<file path="config.mk">
export PLATFORM = sky130hd
export DESIGN_NAME = hbus_front
export DESIGN_NICKNAME = d
export VERILOG_FILES = /design/src/rtl/hbus_pkg.sv /design/src/rtl/hbus_sync.sv /design/src/rtl/hbus_async_ctrl.sv /design/src/rtl/hbus_read_drive.sv /design/src/rtl/hbus_front.sv
export SDC_FILE = /design/constraint.sdc
export NUM_CORES = 1
export LEC_CHECK = 0
export ABC_AREA = 1
export BUFFER_PORTS_ARGS = -buffer_cell sky130_fd_sc_hd__buf_2
export CORE_UTILIZATION = 50
export DETAILED_ROUTE_END_ITERATION = 8
export PLACE_DENSITY_LB_ADDON = 0.05
export REMOVE_ABC_BUFFERS = 1
export SKIP_CTS_REPAIR_TIMING = 1
export SYNTH_ARGS = -nofsm -noshare
export SYNTH_HDL_FRONTEND = slang
export SYNTH_SLANG_ARGS = --single-unit
</file>
<file path="constraint.sdc">
create_clock -name clk -period 3.2 [get_ports clk]
set_input_delay 0.32 -clock clk [delete_from_list [all_inputs] [get_ports clk]]
set_output_delay 0.32 -clock clk [all_outputs]
set_load 0.02 [all_outputs]
</file>
<file path="src/rtl/hbus_pkg.sv">
package hbus_pkg;

    typedef enum logic [1:0] {
        BM_LATCH    = 2'b00,
        BM_STROBE   = 2'b01,
        BM_SYNC     = 2'b10,
        BM_SYNC_ALT = 2'b11
    } bus_mode_e;

    // Control pins of the host bus, grouped for the synchronizer
    typedef struct packed {
        logic cs_n;
        logic ale_as;
        logic rd_ds_n;
        logic wr_rw;
    } pin_ctl_t;

    localparam int CTL_W = $bits(pin_ctl_t);

    // Reserved encoding 2'b11 folds onto the synchronous style
    function automatic logic mode_is_sync(bus_mode_e m);
        return m[1];
    endfunction

    function automatic logic mode_is_latch(bus_mode_e m);
        return m == BM_LATCH;
    endfunction

    function automatic logic mode_is_strobe(bus_mode_e m);
        return m == BM_STROBE;
    endfunction

endpackage

</file>
<file path="src/rtl/hbus_sync.sv">
module hbus_sync #(
    parameter int W      = 1,
    parameter int STAGES = 2
) (
    input  logic         clk,
    input  logic         rst,
    input  logic [W-1:0] d,
    output logic [W-1:0] q
);
    logic [W-1:0] stg [STAGES];

    generate
        for (genvar i = 0; i < STAGES; i++) begin : g_stage
            if (i == 0) begin : g_first
                always_ff @(posedge clk) begin
                    stg[0] <= d;
                end
            end else begin : g_rest
                // reset preloads the live pin value so no false edge follows
                always_ff @(posedge clk) begin
                    if (rst) stg[i] <= d;
                    else     stg[i] <= stg[i-1];
                end
            end
        end
    endgenerate

    assign q = stg[STAGES-1];
endmodule

</file>
<file path="src/rtl/hbus_async_ctrl.sv">
module hbus_async_ctrl
    import hbus_pkg::*;
#(
    parameter int AW = 15,
    parameter int DW = 8
) (
    input  logic          clk,
    input  logic          rst,
    input  bus_mode_e     mode,
    input  pin_ctl_t      ctl_now,
    input  logic [AW-1:0] addr_prev,
    input  logic [DW-1:0] data_now,
    output logic [AW-1:0] addr_lat,
    output logic [DW-1:0] wdata_q,
    output logic          wr_pulse
);
    pin_ctl_t ctl_prev;
    logic     sel_ok;
    logic     load_evt;
    logic     wr_evt;

    always_ff @(posedge clk) begin
        if (rst) ctl_prev <= ctl_now;
        else     ctl_prev <= ctl_now;
    end

    // chip select must hold across the detected edge
    assign sel_ok = !ctl_now.cs_n && !ctl_prev.cs_n;

    always_comb begin
        load_evt = 1'b0;
        wr_evt   = 1'b0;
        if (sel_ok) begin
            if (mode_is_latch(mode)) begin
                load_evt = ctl_prev.ale_as && !ctl_now.ale_as;
                wr_evt   = ctl_prev.wr_rw  && !ctl_now.wr_rw;
            end else if (mode_is_strobe(mode)) begin
                load_evt = !ctl_prev.ale_as && ctl_now.ale_as;
                wr_evt   = ctl_prev.rd_ds_n && !ctl_now.rd_ds_n && !ctl_now.wr_rw;
            end
        end
    end

    always_ff @(posedge clk) begin
        if (rst) begin
            addr_lat <= '0;
            wdata_q  <= '0;
            wr_pulse <= 1'b0;
        end else begin
            if (load_evt) addr_lat <= addr_prev;
            if (wr_evt)   wdata_q  <= data_now;
            wr_pulse <= wr_evt;
        end
    end
endmodule

</file>
<file path="src/rtl/hbus_read_drive.sv">
module hbus_read_drive
    import hbus_pkg::*;
#(
    parameter int DW = 8
) (
    input  bus_mode_e     mode,
    input  pin_ctl_t      pins,
    input  logic [DW-1:0] rdata,
    output logic [DW-1:0] dout,
    output logic          oe
);
    always_comb begin
        oe = 1'b0;
        if (!pins.cs_n) begin
            if (mode_is_sync(mode))        oe = pins.wr_rw;
            else if (mode_is_latch(mode))  oe = !pins.rd_ds_n;
            else                           oe = !pins.rd_ds_n && pins.wr_rw;
        end
    end

    assign dout = oe ? rdata : '0;
endmodule

</file>
<file path="src/rtl/hbus_front.sv">
module hbus_front
    import hbus_pkg::*;
#(
    parameter int AW          = 15,
    parameter int DW          = 8,
    parameter int SYNC_STAGES = 2
) (
    input  logic          clk,
    input  logic          rst,
    input  logic [1:0]    bus_mode,
    input  logic          cs_n,
    input  logic          ale_as,
    input  logic          rd_ds_n,
    input  logic          wr_rw,
    input  logic [AW-1:0] addr_in,
    input  logic [DW-1:0] data_in,
    output logic [DW-1:0] data_out,
    output logic          data_oe,
    output logic [AW-1:0] reg_addr,
    output logic [DW-1:0] reg_wdata,
    output logic          reg_wr_en,
    input  logic [DW-1:0] reg_rdata
);
    localparam int ADDR_STAGES = SYNC_STAGES + 1;

    bus_mode_e     mode;
    pin_ctl_t      pins_raw;
    pin_ctl_t      pins_sync;
    logic [CTL_W-1:0] pins_sync_v;
    logic [AW-1:0] addr_prev;
    logic [DW-1:0] data_now;
    logic [AW-1:0] addr_lat;
    logic [DW-1:0] wdata_q;
    logic          wr_pulse;
    logic          sync_wr;

    assign mode     = bus_mode_e'(bus_mode);
    assign pins_raw = '{cs_n: cs_n, ale_as: ale_as, rd_ds_n: rd_ds_n, wr_rw: wr_rw};

    hbus_sync #(.W(CTL_W), .STAGES(SYNC_STAGES)) u_ctl_sync (
        .clk (clk), .rst (rst), .d (pins_raw), .q (pins_sync_v)
    );
    assign pins_sync = pin_ctl_t'(pins_sync_v);

    // address trails the controls by one stage: value just before the edge
    hbus_sync #(.W(AW), .STAGES(ADDR_STAGES)) u_addr_sync (
        .clk (clk), .rst (rst), .d (addr_in), .q (addr_prev)
    );

    hbus_sync #(.W(DW), .STAGES(SYNC_STAGES)) u_data_sync (
        .clk (clk), .rst (rst), .d (data_in), .q (data_now)
    );

    hbus_async_ctrl #(.AW(AW), .DW(DW)) u_actl (
        .clk       (clk),
        .rst       (rst),
        .mode      (mode),
        .ctl_now   (pins_sync),
        .addr_prev (addr_prev),
        .data_now  (data_now),
        .addr_lat  (addr_lat),
        .wdata_q   (wdata_q),
        .wr_pulse  (wr_pulse)
    );

    hbus_read_drive #(.DW(DW)) u_rd (
        .mode  (mode),
        .pins  (pins_raw),
        .rdata (reg_rdata),
        .dout  (data_out),
        .oe    (data_oe)
    );

    // synchronous style: the register bank samples the pins on this edge
    assign sync_wr = !cs_n && !wr_rw && !rd_ds_n && !rst;

    always_comb begin
        if (mode_is_sync(mode)) begin
            reg_addr  = addr_in;
            reg_wdata = data_in;
            reg_wr_en = sync_wr;
        end else begin
            reg_addr  = addr_lat;
            reg_wdata = wdata_q;
            reg_wr_en = wr_pulse;
        end
    end
endmodule

</file>
==> results.py <==
metrics = {
    "clocking": {
        "clock-sinks": 97,
        "clk_latency_ns": 0.37,
        "htree_levels": 3,
        "cts_made_buffers": 9,
        "clk_pin_slew_worst_paths_ns": 0.09,
        "cts_tree": "built",
        "cts_buffer_depth": 2,
        "ctsRootBufferMaster": "clkbuf_8",
    },
    "setup_path": {
        "r2r-end": "u_actl.addr_lat[7]",
        "reg2reg_depth": 4,
        "cp.arrival_ns": 1.83,
        "crit_type": "input port to output port",
        "cpPeakStageDelay_ns": 0.45,
        "critPathLaunchType": "input port",
        "crit_required_ns": 2.88,
        "r2r-start": "u_actl.ctl_prev[3]",
        "cp_common_cell": "buf_2",
        "worst-path-max-fanout": 26,
        "regToRegSetupSlack_ns": 1.54,
        "path_cells": "buf_2 -> inv_2 -> a21oi_1 -> o21ai_2 -> nor2_1 -> buf_2",
        "slowest_stage": "buf_2",
        "end_kind": "output port",
    },
    "detailed_routing": {
        "antenna_left": 0,
        "wl_met1_um": 3190,
        "wl_um": 6470,
        "routed.top_layer": "met4",
        "drt_pass1_iterations": 4,
        "drc_errors": 0,
        "vias_per_cell": 4.63,
        "wl_met3_um": 309,
        "dr_total_vias": 2775,
        "first_iter_violations": 74,
        "wl_per_cell_um": 10.8,
        "wl_met2_um": 2830,
    },
    "global_routing": {
        "grt_util_all_layers_pct": 19.6,
        "antenna_found_initial": 0,
        "grt_pass1_wl_um": 11000,
        "grt_overflow": 0,
        "grt_max_degree": 42,
        "grt_pass1_vias": 2480,
    },
    "power_and_ir_drop": {
        "peakVddDrop_mv": 0.327,
        "p_per_area_nw_per_um2": 590,
        "p_total_uw": 2340,
        "p_leak_uw": 0.00214,
    },
    "min_path": {
        "hold_depth": 1,
        "hold_path.class": "input port to register",
        "worstHoldEndpoint": "u_ctl_sync.stg[0][2]",
        "hold_start": "ale_as",
    },
    "logic_synthesis": {
        "syn_avg_cell_area_um2": 7.53,
        "yosysSeqAreaShare_pct": 56.3,
        "yosys.area.top_type_share_pct": 56.3,
        "synth-seq-cells": 97,
        "yosys.cell_types.count": 20,
        "synthTopCellsByArea": "dfxtp_1 (56%), nand2_1 (22%), inv_1 (4.1%)",
        "synth_area_um2": 3450,
        "yosysTopAreaCell": "dfxtp_1",
        "syn_inst": 458,
        "yosysWarnings": 0,
    },
    "cells_and_area": {
        "mostFrequentLayoutCells": "nand2_1 (205), dfxtp_1 (97), buf_2 (71)",
        "mostFrequentLayoutCell": "nand2_1",
        "layout.nets": 557,
        "antenna_cells": 0,
        "area_growth_pct": 15.1,
        "drive_above_1_share_pct": 18.2,
        "final_core_util_pct": 61.1,
    },
    "floorplanning": {
        "ios": 72,
        "num_rows": 29,
        "die_h_um": 85.0,
        "die_area_um2": 7230,
        "die_x_um": 85.0,
        "core_um2": 6490,
        "start_util_pct": 53.1,
    },
    "run_status": {
        "status": "finished clean",
    },
    "timing": {
        "fin_tns_setup_ns": 0,
        "fmax_mhz": 466,
        "finalCritPeriodShare_pct": 67.0,
        "hold_violations": 0,
        "setup_slack_ns": 1.05,
        "drv_slew": 0,
        "setup_violations": 0,
        "worst_pin_slew_ns": 1.13,
        "slew_headroom_pct": 24.9,
        "rsz0062_at_grt": "no",
        "finClkSkew_ns": 0.00992,
        "finalCriticalPeriod_ns": 2.15,
    },
    "place": {
        "pre_cts_ws_ns": 1.05,
        "hpwl_um": 4060,
        "io_buffers": 71,
        "place.gp.congestion": 0.673,
    },
    "run": {
        "max_cap_viol_count": 0,
    },
}
[logic make-up after synthesis]
group | after synthesis | synth area share [%]
AO/OA/AOI/OAI | 28 | 4.25
buffers and inverters | 63 | 8.31
AND/OR/NAND/NOR | 270 | 31.1
flip-flops | 97 | 56.3
[per-layer routing]
metal  GRT usage [%]  vias up
li1                -     1500
met1            24.5     1203
met2            31.7       61
met3            4.96       11
met4            9.24        0
met5               0        -
[metrics by stage]
stage | instances | cell area, um^2 | hold WS (ns)
after floorplan | 435 | 3310 | 0.331
after detailed placement | 584 | 3770 | 0.343
final | 600 | 3970 | 0.0712
after global routing | 600 | 3970 | 0.0516
after CTS | 600 | 3970 | 0.0601
after global placement | 584 | 3770 | 0.336
[flip-flops by register name (all words and copies together), names as in the netlist]
name             count
u_actl.wr_pulse      1
u_actl.wdata_q       8
u_data_sync.stg     16
u_addr_sync.stg     45
u_ctl_sync.stg       8
u_actl.ctl_prev      4
u_actl.addr_lat     15
[synth_stat cells (all sizes together)]
cell and number:
nor2 38, o31ai 1, clkbuf 7, dfxtp 97
nand3 24, nand2 207, buf 16, inv 40
o21ai 3, nor3 1, a21oi 24
[layout make-up]
class,count,area [um^2]
well taps,77,96.3
inverters,40,150
clock inverters,5,55.1
clock buffers,11,141
repair buffers,72,363
fillers,605,2520
multi-input cells,298,1220
flip-flops and latches,97,1940
[power breakdown]
group	internal (uW)	switching [uW]
Sequential	1280	24.7
Clock	380	409
Combinational	82.7	164
Total	1750	598
[worst max-delay path, delay by kind of cell]
kind | cells | cell delay, ns
AO/OA/AOI/OAI | 2 | 0.39
buffers and inverters | 3 | 0.97
AND/OR/NAND/NOR | 1 | 0.12
[worst max-delay path by stage]
stage	slack [ns]	to	depth (start not counted)	startpoint
floorplan	1.33	reg_wr_en	3	rst
global placement	1.10	data_out[4]	6	bus_mode[1]
detailed placement	1.05	data_out[2]	6	bus_mode[1]
CTS	1.03	data_out[2]	6	bus_mode[1]
global route	0.86	data_out[4]	6	bus_mode[1]
finish	1.05	data_out[2]	6	bus_mode[1]
Power figures use the tool's default switching activity.
